**config.mk**
```make
export PLATFORM = sky130hd
export DESIGN_NAME = tpb_top
export DESIGN_NICKNAME = d
export VERILOG_FILES = /design/src/rtl/tpb_pkg.sv /design/src/rtl/tpb_wr_ctrl.sv /design/src/rtl/tpb_store.sv /design/src/rtl/tpb_rd_ctrl.sv /design/src/rtl/tpb_top.sv
export SDC_FILE = /design/constraint.sdc
export NUM_CORES = 1
export LEC_CHECK = 0
export BUFFER_PORTS_ARGS = -buffer_cell sky130_fd_sc_hd__buf_2
export CAP_MARGIN = 5
export CORE_ASPECT_RATIO = 0.75
export CORE_MARGIN = 4
export CORE_UTILIZATION = 50
export CTS_CLUSTER_SIZE = 30
export DETAILED_ROUTE_END_ITERATION = 6
export PLACE_DENSITY = 0.65
export SLEW_MARGIN = 20
export SYNTH_ARGS = -nofsm -noshare
export SYNTH_HDL_FRONTEND = slang
export SYNTH_SLANG_ARGS = --single-unit
```
**constraint.sdc**
```tcl
create_clock -name clk -period 2.8 [get_ports clk]
set_input_delay 0.56 -clock clk [delete_from_list [all_inputs] [get_ports clk]]
set_output_delay 0.56 -clock clk [all_outputs]
set_load 0.03 [all_outputs]
```
**src/rtl/tpb_pkg.sv**
```systemverilog
package tpb_pkg;
   typedef enum logic [1:0] {
      SB_LL = 2'b00,
      SB_HL = 2'b01,
      SB_LH = 2'b10,
      SB_HH = 2'b11
   } subband_e;
endpackage

```
**src/rtl/tpb_wr_ctrl.sv**
```systemverilog
module tpb_wr_ctrl #(
   parameter int ROWS = 8,
   parameter int COLS = 16,
   localparam int CW = (COLS > 1) ? $clog2(COLS) : 1,
   localparam int STRIPES = ROWS / 2,
   localparam int SW = $clog2(STRIPES + 1)
) (
   input  logic          clk,
   input  logic          rst_n,
   input  logic          sof,
   input  logic          in_fire,
   output logic [CW-1:0] wr_col,
   output logic          wr_hi,
   output logic          wr_grp,
   output logic          stripe_done,
   output logic          frame_in_done
);
   logic [SW-1:0] stripes_q;

   assign stripe_done   = in_fire && wr_hi && (wr_col == CW'(COLS - 1));
   assign frame_in_done = (stripes_q == SW'(STRIPES));

   always_ff @(posedge clk) begin
      if (!rst_n || sof) begin
         wr_col    <= '0;
         wr_hi     <= 1'b0;
         wr_grp    <= 1'b0;
         stripes_q <= '0;
      end else if (in_fire) begin
         if (wr_hi) begin
            wr_hi <= 1'b0;
            if (wr_col == CW'(COLS - 1)) begin
               wr_col    <= '0;
               wr_grp    <= ~wr_grp;
               stripes_q <= stripes_q + SW'(1);
            end else begin
               wr_col <= wr_col + CW'(1);
            end
         end else begin
            wr_hi <= 1'b1;
         end
      end
   end

   // a completed stripe restarts the column walk at column 0, low line
   a_r2_stripe_wraps: assert property (@(posedge clk) disable iff (!rst_n)
      (stripe_done && !sof) |=> (wr_col == '0 && !wr_hi));
endmodule

```
**src/rtl/tpb_store.sv**
```systemverilog
module tpb_store #(
   parameter int W = 12,
   parameter int COLS = 16,
   parameter int GROUPS = 2,
   localparam int CW = (COLS > 1) ? $clog2(COLS) : 1,
   localparam int GW = (GROUPS > 1) ? $clog2(GROUPS) : 1
) (
   input  logic          clk,
   input  logic          we,
   input  logic [GW-1:0] w_grp,
   input  logic          w_hi,
   input  logic [CW-1:0] w_col,
   input  logic [W-1:0]  w_data,
   input  logic [GW-1:0] r_grp,
   input  logic          r_hi,
   input  logic [CW-1:0] r_col,
   output logic [W-1:0]  r_data
);
   logic [W-1:0] grp_rd [GROUPS];

   for (genvar g = 0; g < GROUPS; g++) begin : g_group
      logic [W-1:0] lines [2][COLS];
      always_ff @(posedge clk) begin
         if (we && w_grp == GW'(g)) lines[w_hi][w_col] <= w_data;
      end
      assign grp_rd[g] = lines[r_hi][r_col];
   end

   assign r_data = grp_rd[r_grp];
endmodule

```
**src/rtl/tpb_rd_ctrl.sv**
```systemverilog
module tpb_rd_ctrl
   import tpb_pkg::*;
#(
   parameter int ROWS = 8,
   parameter int COLS = 16,
   localparam int CW = (COLS > 1) ? $clog2(COLS) : 1,
   localparam int STRIPES = ROWS / 2,
   localparam int SW = $clog2(STRIPES + 1)
) (
   input  logic          clk,
   input  logic          rst_n,
   input  logic          sof,
   input  logic          grp_full,
   input  logic          out_ready,
   output logic [CW-1:0] rd_col,
   output logic          rd_hi,
   output logic          rd_grp,
   output logic          rd_stripe_done,
   output logic          out_valid,
   output subband_e      out_tag,
   output logic          ll_we,
   output logic          frame_done
);
   logic [SW-1:0] stripes_q;
   logic          out_fire;
   logic          last_beat;

   assign out_valid      = grp_full;
   assign out_fire       = grp_full && out_ready;
   assign out_tag        = subband_e'({rd_hi, rd_col[0]});
   assign ll_we          = out_fire && (out_tag == SB_LL);
   assign rd_stripe_done = out_fire && rd_hi && (rd_col == CW'(COLS - 1));
   assign last_beat      = rd_stripe_done && (stripes_q == SW'(STRIPES - 1));

   always_ff @(posedge clk) begin
      if (!rst_n || sof) begin
         rd_col     <= '0;
         rd_hi      <= 1'b0;
         rd_grp     <= 1'b0;
         stripes_q  <= '0;
         frame_done <= 1'b0;
      end else begin
         frame_done <= last_beat;
         if (out_fire) begin
            if (rd_col == CW'(COLS - 1)) begin
               rd_col <= '0;
               rd_hi  <= ~rd_hi;
               if (rd_hi) begin
                  rd_grp    <= ~rd_grp;
                  stripes_q <= last_beat ? '0 : stripes_q + SW'(1);
               end
            end else begin
               rd_col <= rd_col + CW'(1);
            end
         end
      end
   end

   // the end-of-frame strobe never lasts two cycles
   a_r8_done_pulse: assert property (@(posedge clk) disable iff (!rst_n)
      frame_done |=> !frame_done);
   // the strobe follows an accepted beat
   a_r8_done_after_beat: assert property (@(posedge clk) disable iff (!rst_n)
      frame_done |-> $past(out_fire));
endmodule

```
**src/rtl/tpb_top.sv**
```systemverilog
module tpb_top
   import tpb_pkg::*;
#(
   parameter int W = 12,
   parameter int ROWS = 8,
   parameter int COLS = 16
) (
   input  logic         clk,
   input  logic         rst_n,
   input  logic         sof,
   input  logic         in_valid,
   output logic         in_ready,
   input  logic [W-1:0] in_data,
   output logic         out_valid,
   input  logic         out_ready,
   output logic [W-1:0] out_data,
   output logic [1:0]   out_tag,
   output logic         ll_we,
   output logic         frame_done
);
   localparam int CW = (COLS > 1) ? $clog2(COLS) : 1;

   if (W < 1) begin : g_bad_w
      $error("tpb_top: W must be at least 1");
   end
   if (ROWS < 2 || (ROWS % 2) != 0) begin : g_bad_rows
      $error("tpb_top: ROWS must be even and at least 2");
   end
   if (COLS < 2 || (COLS % 2) != 0) begin : g_bad_cols
      $error("tpb_top: COLS must be even and at least 2");
   end

   logic [1:0]    full_q;
   logic [CW-1:0] wr_col, rd_col;
   logic          wr_hi, rd_hi, wr_grp, rd_grp;
   logic          wr_stripe_done, rd_stripe_done, frame_in_done;
   logic          in_fire;
   subband_e      tag;

   assign in_ready = !sof && !full_q[wr_grp] && !frame_in_done;
   assign in_fire  = in_valid && in_ready;
   assign out_tag  = tag;

   tpb_wr_ctrl #(.ROWS(ROWS), .COLS(COLS)) u_wr (
      .clk(clk), .rst_n(rst_n), .sof(sof), .in_fire(in_fire),
      .wr_col(wr_col), .wr_hi(wr_hi), .wr_grp(wr_grp),
      .stripe_done(wr_stripe_done), .frame_in_done(frame_in_done)
   );

   tpb_store #(.W(W), .COLS(COLS), .GROUPS(2)) u_store (
      .clk(clk), .we(in_fire), .w_grp(wr_grp), .w_hi(wr_hi), .w_col(wr_col),
      .w_data(in_data), .r_grp(rd_grp), .r_hi(rd_hi), .r_col(rd_col),
      .r_data(out_data)
   );

   tpb_rd_ctrl #(.ROWS(ROWS), .COLS(COLS)) u_rd (
      .clk(clk), .rst_n(rst_n), .sof(sof), .grp_full(full_q[rd_grp]),
      .out_ready(out_ready), .rd_col(rd_col), .rd_hi(rd_hi), .rd_grp(rd_grp),
      .rd_stripe_done(rd_stripe_done), .out_valid(out_valid), .out_tag(tag),
      .ll_we(ll_we), .frame_done(frame_done)
   );

   always_ff @(posedge clk) begin
      if (!rst_n || sof) begin
         full_q <= 2'b00;
      end else begin
         for (int g = 0; g < 2; g++) begin
            if (wr_stripe_done && wr_grp == g[0]) full_q[g] <= 1'b1;
            else if (rd_stripe_done && rd_grp == g[0]) full_q[g] <= 1'b0;
         end
      end
   end

   // no acceptance while both groups wait for the row stage
   a_r5_stall_when_full: assert property (@(posedge clk) disable iff (!rst_n)
      (full_q == 2'b11) |-> !in_ready);
   // a stalled beat is held unchanged
   a_r7_hold_stalled: assert property (@(posedge clk) disable iff (!rst_n)
      (out_valid && !out_ready && !sof) |=> (out_valid && $stable(out_data) && $stable(out_tag)));
   // start of frame flushes both groups
   a_r10_sof_flush: assert property (@(posedge clk) disable iff (!rst_n)
      sof |=> !out_valid);
   // an LL beat is always followed by its HL partner
   a_r3_ll_then_hl: assert property (@(posedge clk) disable iff (!rst_n)
      (ll_we && !sof) |=> (!out_valid || out_tag == 2'b01));
endmodule

```
* Yosys cells after proc, flatten, opt, wreduce, memory -nomap -nowiden *
Memory sizes are Yosys's and may differ from the RTL's. A register that Yosys moved wholly into a read port is not among the register bits.
Cells that the tools add are included.

word-level totals
  register bits after elaboration = 21
  bits in writable memories = 768
  input port bits = 17
  output and inout bits = 18
  word-level logic and storage cells = 93
  memories kept = 2

memories
  name                      depth  width  rd ports  clocked after Yosys merged registers in  write ports  RTL line         source
  u_store.g_group[0].lines  2      192    1         1                                        1            tpb_store.sv:22  logic [W-1:0] lines [2][COLS];
  u_store.g_group[1].lines  2      192    1         1                                        1            tpb_store.sv:22

cells by class
  add/sub/neg operators = 4
  magnitude comparators = 6
  eq/ne operators = 4
  mux-type cells = 31
  bitwise operators = 6
  reduce and logical (&&, ||, !) cells = 29

operator list
  operator             count
  $mux 192             2
  $bmux 12 s4          2
  $mux 12              8
  $demux 12 s4         1
  $logic_and 1x1->1    17
  $mux 1               15
  $ge 5x5->1 const B   2
  $not 4->5            2
  $add 4x1->4 const B  2
  $eq 4x4->1 const B   2
  $mux 4               2
  $add 3x1->3 const B  2
  $reduce_and 3->1     2
  $lt 5x1->1 const B   1
  $logic_not 1->1      4
  $lt 1x2->1 const B   2
  $reduce_and 2->1     2
  $reduce_bool 2->1    2
  $eq 3x2->1 const B   1
  $eq 3x3->1 const B   1
  $mux 3               1
  $not 1->1            3
  $ge 2x2->1 const B   1
  $logic_not 2->1      1
  other kinds (2)      2

* Logic depth before layout (Yosys ltp) *
Gate-level depths: netlist of run 1.

  depth after elaboration = 10
  depth in mapped cells = 10
  gate-level depth less buffers = 7

* Cells and area by module *
A second synthesis of run 1 with hierarchy kept.

second synthesis, totals
  cells, all modules = 1,443
  area, all modules = 30,679.4 µm²

modules (own cells, without submodules)
  module       times used  cells an instance  area an instance (µm²)  seq. area each (µm²)
  tpb_store    1           1,320              29,634.7                23,062.1
  tpb_rd_ctrl  1           59                 494.2                   200.2
  tpb_wr_ctrl  1           50                 430.4                   180.2
  tpb_top      1           14                 120.1                   40.0

* Worst setup path after synthesis of run 1 *
Ideal clock, no wire load.

  path type = flip-flop to flip-flop
  from = reg u_wr.wr_grp
  to = mem u_store.g_group[0].lines[0][12] (netlist name) (enable)
  setup time = 0.380 ns
  data arrival time = 2.434 ns
  required time = 2.420 ns
  slack = -0.015 ns
  cell stages (with the launch flop) = 9
  clock period less this slack = 2.815 ns
  cells stage by stage = dfxtp_1 clkbuf_1 mux2i_1 and2_1 nand2_1 or3_1 clkbuf_1 buf_2 nor2_1

between the ends
  word-level cells in the longest chain between the ends = 9
  elaborated cells between the ends (all ways) = 10
  those cells by class = 4 x mux; 1 x bitwise; 5 x reduce/logical

RTL lines
  element                                    RTL line           source
  from (decl)                                tpb_wr_ctrl.sv:14  output logic wr_grp,
  from (signal assigned)                     tpb_wr_ctrl.sv:34  wr_grp <= ~wr_grp;
  $mux 1 (not written as such) (2 in a row)  tpb_top.sv:40      assign in_ready = !sof && !full_q[wr_grp] && !frame_in_done;
  $logic_not 1->1                            tpb_top.sv:40
  $logic_and 1x1->1 (2 in a row)             tpb_top.sv:40
  named net in_ready                         tpb_top.sv:12      output logic in_ready,
  $logic_and 1x1->1                          tpb_top.sv:41      assign in_fire = in_valid && in_ready;
  $logic_and 1x1->1                          tpb_store.sv:24    if (we && w_grp == GW'(g)) lines[w_hi][w_col] <= w_data;
  $mux 1                                     tpb_store.sv:24
  $mux 192 (not written as such)             tpb_store.sv:24
  to (decl)                                  tpb_store.sv:22

The timed path passes the listed nets, and every way through them passes these cells. The select of a mux whose other input is x is not followed.

==> results of run 1 <==
==> worst paths after layout <==
path / from / end / slack, ns / depth (start not counted)
setup / recovery: register / out_data[4] / -0.67 / 8
setup reg to reg: u_rd.rd_col[0] / u_rd.stripes_q[2] / 0.19 / 9
hold reg to reg: u_rd.stripes_q[2] / u_rd.stripes_q[2] / 0.47 / 2
hold / removal: out_ready / u_rd.rd_col[1] / 0.30 / 3
==> synth_stat cells (2+ instances only) <==
master,number
inv_1,9
nand4_1,2
o21ai_0,7
edfxtp_1,768
o22ai_1,20
mux2_2,2
nand2_1,55
clkbuf_1,34
buf_1,4
buf_6,9
nand3b_1,4
o31a_1,2
nand3_1,18
dfxtp_1,22
nor2b_1,14
nor3_1,7
or3_1,3
xnor2_1,6
o221ai_1,7
mux4_1,5
and2_1,8
and4_1,2
o22a_1,2
o311a_1,2
nor2_1,87
mux2i_1,30
buf_12,4
a22oi_1,28
ha_1,9
xor2_1,2
buf_4,14
nand2b_1,10
a21oi_1,26
a31oi_1,13
or2_2,2
o21ai_1,4
buf_2,14
mux4_2,192
==> report_power, final <==
group          internal, mW  switching [mW]  leakage, nW  total (mW)
Clock                  5.31            4.26         1.11        9.56
Combinational        0.0827           0.283         3.37       0.366
Sequential             13.0         0.00255         7.08        13.0
==> metal layers <==
layer	track usage	up-vias	share of wire
met1	0.3570	8374	0.42
li1	-	6604	-
met4	0.04962	2	0.016
met5	0	-	0.000092
met3	0.08464	92	0.12
met2	0.3271	868	0.44
==> critical path, cell delays in order (launching register included) <==
cell     delay [ns]
dfxtp_4        0.38
buf_12         0.15
buf_8          0.14
buf_16         0.14
mux4_2         0.51
mux4_2         0.52
nor2b_4        0.16
o22ai_4        0.11
buf_6          0.17
==> through the flow <==
stage / instances / hold slack, ns / worst slack (ns) / utilization / area [sq um]
after floorplan: 1453 / 0.4445 / -0.01453 / - / 30720
after global placement: 2411 / 0.4536 / -0.3309 / 0.5516 / 33430
after detailed placement: 2411 / 0.4584 / -0.3421 / 0.5516 / 33430
after CTS: 2575 / 0.2601 / -0.6794 / 0.6042 / 36620
after global routing: 2588 / 0.2804 / -0.7411 / 0.6121 / 37100
final: 2588 / 0.2983 / -0.6733 / 0.6121 / 37100
==> what timing repair did <==
item                                    CTS  global route
setup buffers                            27            12
resized for setup                       119            59
gates cloned                              5             3
endpoints found under the setup margin   12            12
endpoints found under the hold margin     0             0
pin swaps                                13            35
==> registers in the layout (all words and copies together) (netlist names), named ones only <==
name and flops:
u_store.g_group.lines 768, u_rd.stripes_q 3, u_rd.rd_col 4, u_wr.wr_grp 1, u_rd.frame_done 1, u_wr.stripes_q 3, u_rd.rd_grp 1, full_q 2
u_rd.rd_hi 1, u_wr.wr_col 4, u_wr.wr_hi 1
==> cell families after synthesis <==
| logic type | after synthesis |
|---|---|
| and+or+nand+nor | 214 |
| buffers and inverters | 88 |
| xor gates and xnor gates | 8 |
| muxes | 229 |
| adders and majority gates | 9 |
| DFF | 790 |
| AOI/OAI and AO/OA | 115 |
==> cell type report <==
| type | instances | area [sq um] | area share |
|---|---|---|---|
| flip-flops and latches | 790 | 23520 | 0.6340 |
| multi-input cells | 575 | 7248 | 0.1954 |
| repair buffers | 281 | 3022 | 0.08145 |
| clock buffers | 95 | 1982 | 0.05342 |
| well taps | 800 | 1001 | 0.02698 |
| clock inverters | 38 | 292.8 | 0.007892 |
| inverters | 9 | 33.78 | 0.0009106 |
==> impl_metrics.py, run 1 <==
metrics = {
    "outcome": {
        "status": "finished, violations left",
        "violations": "DRC, setup timing",
    },
    "yosys": {
        "synthCells": 1453,
        "async_reset_ff_frac": 0,
        "synth-adder-area-share": 0.003666,
        "synth_edf_count": 768,
        "synth_compound_area_frac": 0.02452,
        "synth_area_leader_cell": "edfxtp_1",
        "synthDistinctLibCells": 44,
        "synth_area_leaders": "edfxtp_1 75%, mux4_2 14%, dfxtp_1 1.4%",
        "ys.flop_type": "edfxtp_1",
        "avgSynthCellArea_sq_um": 21.14,
        "synth_nets": 1479,
        "synth_area_sq_um": 30720,
        "yosys.area_share.simple": 0.03153,
        "ys_warn_count": 0,
        "synth_top_area_frac": 0.7508,
        "synth_xor_area_frac": 0.002281,
        "yosysSeqAreaShare": 0.7651,
        "ys_ff_latch": 790,
        "synthMuxAreaShare": 0.1556,
        "synth_top_family_by_area": "multiplexers",
    },
    "sta": {
        "grt_setup_unrepaired": "yes",
        "min_period_ns": 3.473,
        "worst_pin_slew_ns": 1.016,
        "max_freq_mhz": 287.9,
        "worst_slack_ns": -0.6733,
        "setup_tns_ns": -7.501,
        "finalCritPeriodShare": 1.240,
        "drv_slew": 0,
        "fin_skew_ns": 0.02050,
        "finalHoldViolCount": 0,
        "setup_violations": 12,
        "slew_headroom": 0.3226,
    },
    "final_layout": {
        "final_common_cell": "edfxtp_1",
        "fillers": 4101,
        "syn_to_final_growth_pct": 20.77,
        "num_antenna_cells": 0,
        "layout-drive-gt1-share": 0.3758,
        "fin_nets": 1757,
        "final_cell_mix": "768 x edfxtp_1, 193 x mux4_2, 164 x buf_4",
    },
    "clocking": {
        "root_buffer": "clkbuf_16",
        "clk_latency_ns": 0.62,
        "clk_path_buf_depth": 3,
        "cts_tree": "built",
        "cts_inserted_buffers": 74,
        "cts.clk_slew.worst_paths_ns": 0.06,
        "htreeDepth": 3,
        "clock_sinks": 790,
        "holdBufCountCts": 0,
    },
    "die": {
        "dieArea_sq_um": 65510,
        "start_util": 0.5069,
        "coreArea_sq_um": 60610,
        "ios": 35,
        "rows": 78,
        "die_h_um": 222.7,
        "die_x_um": 294.2,
    },
    "routing": {
        "dr.pass1.iters": 7,
        "viasPerCell": 6.159,
        "drtIter0Drc": 2065,
        "ant_nets": 0,
        "drc": 1,
        "vias": 15940,
        "wire_per_inst_um": 29.29,
        "routed_wl_um": 75800,
    },
    "setup_path": {
        "critPathArrivalTime_ns": 2.91,
        "crit_path_start_kind": "register",
        "end_kind": "output port",
        "cp.required_ns": 2.24,
        "crit_type": "reg2out",
        "cp_max_fo": 6,
    },
    "grt": {
        "gr-total-overflow": 0,
        "antenna_found_initial": 1,
        "grt_max_degree": 65,
        "grt_pass1_wl_um": 109900,
        "grt_pass1_vias": 15820,
        "grt.total_usage": 0.2337,
    },
    "place": {
        "portBuffers": 34,
        "place.gp.congestion": 0.8580,
        "dp_hpwl_um": 47250,
    },
    "worst_hold_path": {
        "hold_path_class": "in2reg",
    },
    "flow_run": {
        "maxCapViolCount": 0,
    },
    "power": {
        "p_total_mw": 22.89,
        "power_density_nw_per_um2": 617.1,
        "peakVddDrop_mv": 0.4511,
        "leakage_nw": 11.57,
    },
}
(Power assumes the default switching activity.)
==> run 2, diff against run 1 <==
--- a/config.mk
+++ b/config.mk
@@ -13,6 +13,7 @@
 export CTS_CLUSTER_SIZE = 30
 export DETAILED_ROUTE_END_ITERATION = 6
 export PLACE_DENSITY = 0.65
+export REMOVE_ABC_BUFFERS = 1
 export SLEW_MARGIN = 20
 export SYNTH_ARGS = -nofsm -noshare
 export SYNTH_HDL_FRONTEND = slang
==> impl_metrics.py, run 2 (synthesis gave the netlist of run 1 again) <==
metrics = {
    "setup_path": {
        "end_kind": "output port",
        "critPathArrivalTime_ns": 2.88,
        "cp_max_fo": 13,
        "crit_type": "reg2out",
        "crit_path_start_kind": "register",
        "cp.required_ns": 2.24,
    },
    "routing": {
        "drc": 0,
        "dr.pass1.iters": 7,
        "ant_nets": 0,
        "viasPerCell": 6.126,
        "drtIter0Drc": 1730,
        "routed_wl_um": 74080,
        "wire_per_inst_um": 28.89,
        "vias": 15710,
    },
    "sta": {
        "drv_slew": 0,
        "slew_headroom": 0.3601,
        "grt_setup_unrepaired": "yes",
        "max_freq_mhz": 290.5,
        "min_period_ns": 3.442,
        "setup_violations": 12,
        "worst_pin_slew_ns": 0.9598,
        "setup_tns_ns": -7.079,
        "finalHoldViolCount": 0,
        "fin_skew_ns": 0.01922,
        "worst_slack_ns": -0.6418,
        "finalCritPeriodShare": 1.229,
    },
    "final_layout": {
        "final_common_cell": "edfxtp_1",
        "final_cell_mix": "768 x edfxtp_1, 195 x mux4_2, 155 x buf_4",
        "top_regs": "u_store.g_group.lines (768), u_rd.rd_col (4), u_wr.wr_col (4)",
        "largest-register": "u_store.g_group.lines",
        "layout-drive-gt1-share": 0.3617,
        "fin_nets": 1733,
        "largest_reg_flops": 768,
        "fillers": 4182,
        "fin_cells": 2564,
        "syn_to_final_growth_pct": 19.86,
        "num_antenna_cells": 0,
    },
    "place": {
        "place.gp.congestion": 0.8213,
        "portBuffers": 34,
        "dp_hpwl_um": 46130,
        "dp.cells": 2402,
        "pre_cts_ws_ns": -0.1537,
    },
    "clocking": {
        "cts_tree": "built",
        "htreeDepth": 3,
        "cts.clk_slew.worst_paths_ns": 0.06,
        "cts_inserted_buffers": 74,
        "clock_sinks": 790,
        "clk_latency_ns": 0.61,
        "root_buffer": "clkbuf_16",
        "holdBufCountCts": 0,
        "clk_path_buf_depth": 3,
    },
    "die": {
        "coreArea_sq_um": 60610,
        "die_x_um": 294.2,
        "ios": 35,
        "dieArea_sq_um": 65510,
        "rows": 78,
        "start_util": 0.5069,
        "die_h_um": 222.7,
    },
    "grt": {
        "use_met1": 0.3521,
        "use_met3": 0.07445,
        "grt_pass1_vias": 15860,
        "grt_pass1_wl_um": 109300,
        "antenna_found_initial": 0,
        "busiest_layer": "met1",
        "grt_max_degree": 65,
        "met2_usage": 0.3321,
        "gr-total-overflow": 0,
        "grt.total_usage": 0.2321,
    },
    "power": {
        "leakage_nw": 11.48,
        "power_density_nw_per_um2": 637.0,
        "peakVddDrop_mv": 0.4584,
        "p_total_mw": 23.45,
    },
    "outcome": {
        "violations": "setup timing",
        "status": "finished, violations left",
    },
    "worst_hold_path": {
        "hold_path_class": "in2reg",
    },
    "flow_run": {
        "maxCapViolCount": 0,
    },
}
-- run 2: per-stage QoR --
| step | area, sq um | utilization | hold slack (ns) |
|---|---|---|---|
| 6_report | 36820 | 0.6075 | 0.2746 |
| 3_3_place_gp | 33310 | 0.5496 | 0.4569 |
| 2_1_floorplan | 30220 | - | 0.4445 |
| 3_5_place_dp | 33310 | 0.5496 | 0.4663 |
| 4_1_cts | 36610 | 0.6041 | 0.2341 |
| 5_1_grt | 36820 | 0.6075 | 0.2554 |
-- run 2: final cells by class --
| type | instances | area, sq um | share of cell area |
|---|---|---|---|
| clock buffers | 105 | 2095 | 0.05689 |
| clock inverters | 28 | 337.8 | 0.009175 |
| inverters | 9 | 33.78 | 0.0009175 |
| multi-input cells | 575 | 7163 | 0.1945 |
| flip-flops and latches | 790 | 23520 | 0.6387 |
| well taps | 800 | 1001 | 0.02719 |
| repair buffers | 257 | 2673 | 0.07259 |
-- run 2: metal layers --
layer | wire (um) | up-vias
met2 | 32900 | 788
li1 | - | 6553
met1 | 31390 | 8268
met3 | 8435 | 97
met4 | 1353 | 0
met5 | 0 | -
-- run 2: worst paths after layout --
path                     start                               to  slack (ns)  depth (start not counted)
max                   register                     out_data[11]       -0.64                         10
min                  out_ready                   u_rd.rd_col[1]        0.27                          3
max reg2reg  u_wr.stripes_q[0]  u_store.g_group[0].lines[0][94]        0.29                          9
min reg2reg  u_rd.stripes_q[2]                u_rd.stripes_q[2]        0.48                          2
-- run 2: worst max-delay path, stage by stage (launching register included) --
cell and delay [ns]:
dfxtp_4 0.40, buf_12 0.20, buf_16 0.18, buf_4 0.13, mux4_2 0.50, mux2i_2 0.23, a22oi_2 0.12, nand3_1 0.16
buf_6 0.13, o22ai_2 0.07, buf_6 0.15
-- run 2: timing repair --
item | in CTS | in global routing
cloned | 6 | 0
buffers inserted | 20 | 8
pin swaps | 28 | 18
resized for setup | 113 | 51
endpoints found under the setup margin | 12 | 13
-- run 2: report_power, final --
part | internal [mW] | total, mW | switching, mW
clock | 5.96 | 10.1 | 4.17
sequential | 13.0 | 13.0 | 0.00266
combinational | 0.0823 | 0.357 | 0.275
total | 19.0 | 23.5 | 4.45
==> run 3, diff against run 2 <==
--- a/config.mk
+++ b/config.mk
@@ -12,9 +12,10 @@
 export CORE_UTILIZATION = 50
 export CTS_CLUSTER_SIZE = 30
 export DETAILED_ROUTE_END_ITERATION = 6
-export PLACE_DENSITY = 0.65
+export GPL_ROUTABILITY_DRIVEN = 0
+export PLACE_DENSITY = 0.7
 export REMOVE_ABC_BUFFERS = 1
-export SLEW_MARGIN = 20
+export SLEW_MARGIN = 40
 export SYNTH_ARGS = -nofsm -noshare
 export SYNTH_HDL_FRONTEND = slang
 export SYNTH_SLANG_ARGS = --single-unit
==> impl_metrics.py, run 3 (synthesis gave the netlist of run 1 again) <==
metrics = {
    "place": {
        "dp_hpwl_um": 45930,
        "portBuffers": 34,
        "placed_area_sq_um": 33200,
        "pre_cts_ws_ns": -0.2233,
    },
    "sta": {
        "min_period_ns": 3.493,
        "grt_setup_unrepaired": "yes",
        "finalCritPeriodShare": 1.248,
        "finalHoldViolCount": 0,
        "drv_slew": 0,
        "worst_pin_slew_ns": 0.8570,
        "worst_slack_ns": -0.6933,
        "max_freq_mhz": 286.3,
        "slew_headroom": 0.4287,
        "setup_violations": 12,
        "fin_skew_ns": 0.02602,
        "setup_tns_ns": -7.750,
    },
    "routing": {
        "vias": 15940,
        "wire_per_inst_um": 29.30,
        "routed_wl_um": 75430,
        "ant_nets": 0,
        "drc": 1,
        "viasPerCell": 6.192,
        "dr.pass1.iters": 7,
        "drtIter0Drc": 2008,
    },
    "die": {
        "dieArea_sq_um": 65510,
        "start_util": 0.5069,
        "die_h_um": 222.7,
        "rows": 78,
        "ios": 35,
        "die_x_um": 294.2,
        "coreArea_sq_um": 60610,
    },
    "setup_path": {
        "crit_path_frequent_cell": "mux4_2",
        "cp.required_ns": 2.24,
        "slowest_delay_ns": 0.52,
        "cp_top_family": "multiplexers",
        "crit_path_start_kind": "register",
        "end_kind": "output port",
        "path_buf_inv": 4,
        "critPathSlowestCell": "mux4_2",
        "crit_chain": "buf_12 > buf_16 > clkbuf_16 > mux4_2 > mux4_2 > nor2b_2 > o22ai_1 > buf_4",
        "r2r-start": "u_wr.stripes_q[0]",
        "cp_max_fo": 6,
        "critPathArrivalTime_ns": 2.93,
        "crit_type": "reg2out",
    },
    "clocking": {
        "root_buffer": "clkbuf_16",
        "clk_path_buf_depth": 3,
        "htreeDepth": 3,
        "clk_latency_ns": 0.63,
        "clock_sinks": 790,
        "cts_tree": "built",
        "holdBufCountCts": 0,
        "cts_inserted_buffers": 73,
        "cts.clk_slew.worst_paths_ns": 0.07,
    },
    "final_layout": {
        "multi_input_area_sq_um": 6997,
        "largest_reg_flops": 768,
        "num_antenna_cells": 0,
        "fin_nets": 1743,
        "final_area_sq_um": 36630,
        "final_common_cell": "edfxtp_1",
        "utilization": 0.6044,
        "fillers": 4112,
        "final_cell_mix": "768 x edfxtp_1, 193 x mux4_2, 182 x buf_4",
        "top_regs": "u_store.g_group.lines (768), u_rd.rd_col (4), u_wr.wr_col (4)",
        "seqCellArea_sq_um": 23520,
        "syn_to_final_growth_pct": 19.24,
        "largest-register": "u_store.g_group.lines",
        "layout-drive-gt1-share": 0.3596,
    },
    "power": {
        "power.clock.fraction": 0.424,
        "p_sw_mw": 4.580,
        "power_density_nw_per_um2": 631.8,
        "combPwrFrac": 0.016,
        "p_int_mw": 18.56,
        "power_frac_seq": 0.560,
        "p_total_mw": 23.14,
        "p_sw_frac": 0.1979,
        "peakVddDrop_mv": 0.4713,
        "leakage_nw": 11.47,
    },
    "outcome": {
        "status": "finished, violations left",
        "violations": "DRC, setup timing",
    },
    "worst_hold_path": {
        "hold_path_class": "in2reg",
        "min-delay-start": "in_data[6]",
    },
    "grt": {
        "gr-total-overflow": 0,
        "grt_pass1_vias": 15860,
        "grt.total_usage": 0.2317,
        "grt_pass1_wl_um": 109300,
        "grt_max_degree": 65,
        "antenna_found_initial": 1,
    },
    "flow_run": {
        "maxCapViolCount": 0,
    },
}
## run 3: final cells by class
type                            count  area share
Clock buffer                       88     0.05281
Clock inverter                     44     0.01117
Inverter                            9   0.0009223
Multi-Input combinational cell    575      0.1910
Sequential cell                   790      0.6420
Tap cell                          800     0.02733
Timing Repair Buffer              268     0.07471
## run 3: layer usage
metal,global-route usage,up-vias,part of all wire
met4,0.06139,2,0.024
li1,-,6561,-
met5,0,-,0.00016
met3,0.07765,120,0.12
met2,0.3323,928,0.45
met1,0.3452,8327,0.41
## run 3: repair_timing
item / 4_1_cts / 5_1_grt
setup buffers: 18 / 12
setup endpoints to repair: 13 / 12
cloned: 8 / 2
gates resized for setup: 100 / 32
pin swaps: 24 / 17
## run 3: path summary, 6_finish.rpt
check / slack [ns] / depth (start not counted) / endpoint
worst min-delay path: 0.17 / 1 / u_store.g_group[1].lines[0][6]
worst min register to register: 0.50 / 2 / u_rd.stripes_q[0]
worst max register to register: 0.30 / 9 / u_store.g_group[0].lines[0][112]
worst max-delay path: -0.69 / 8 / out_data[4]
## run 3: metrics by stage
step	hold slack (ns)	std cells
6_report	0.1735	2574
5_1_grt	0.1552	2574
4_1_cts	0.1356	2560
3_5_place_dp	0.4809	2404
3_3_place_gp	0.4533	2404
2_1_floorplan	0.4445	1374
## run 3: power by group through the flow
stage	sequential, mW	clock [mW]	combinational (mW)
3_5_place_dp	13.2	0	0.343
3_3_place_gp	13.2	0	0.328
6_report	13.0	9.81	0.370
5_1_grt	13.0	10.5	0.390
4_1_cts	13.0	9.93	0.355
2_1_floorplan	13.2	0	0.0565
## run 3: worst register-to-register path, cell delays in order (launching register included)
cell and delay (ns):
dfxtp_1 0.36, inv_1 0.06, ha_1 0.19, a21oi_1 0.22
and2_1 0.24, nand2_1 0.11, or3_1 0.33, buf_4 0.23
nor2_1 0.16, buf_4 0.29
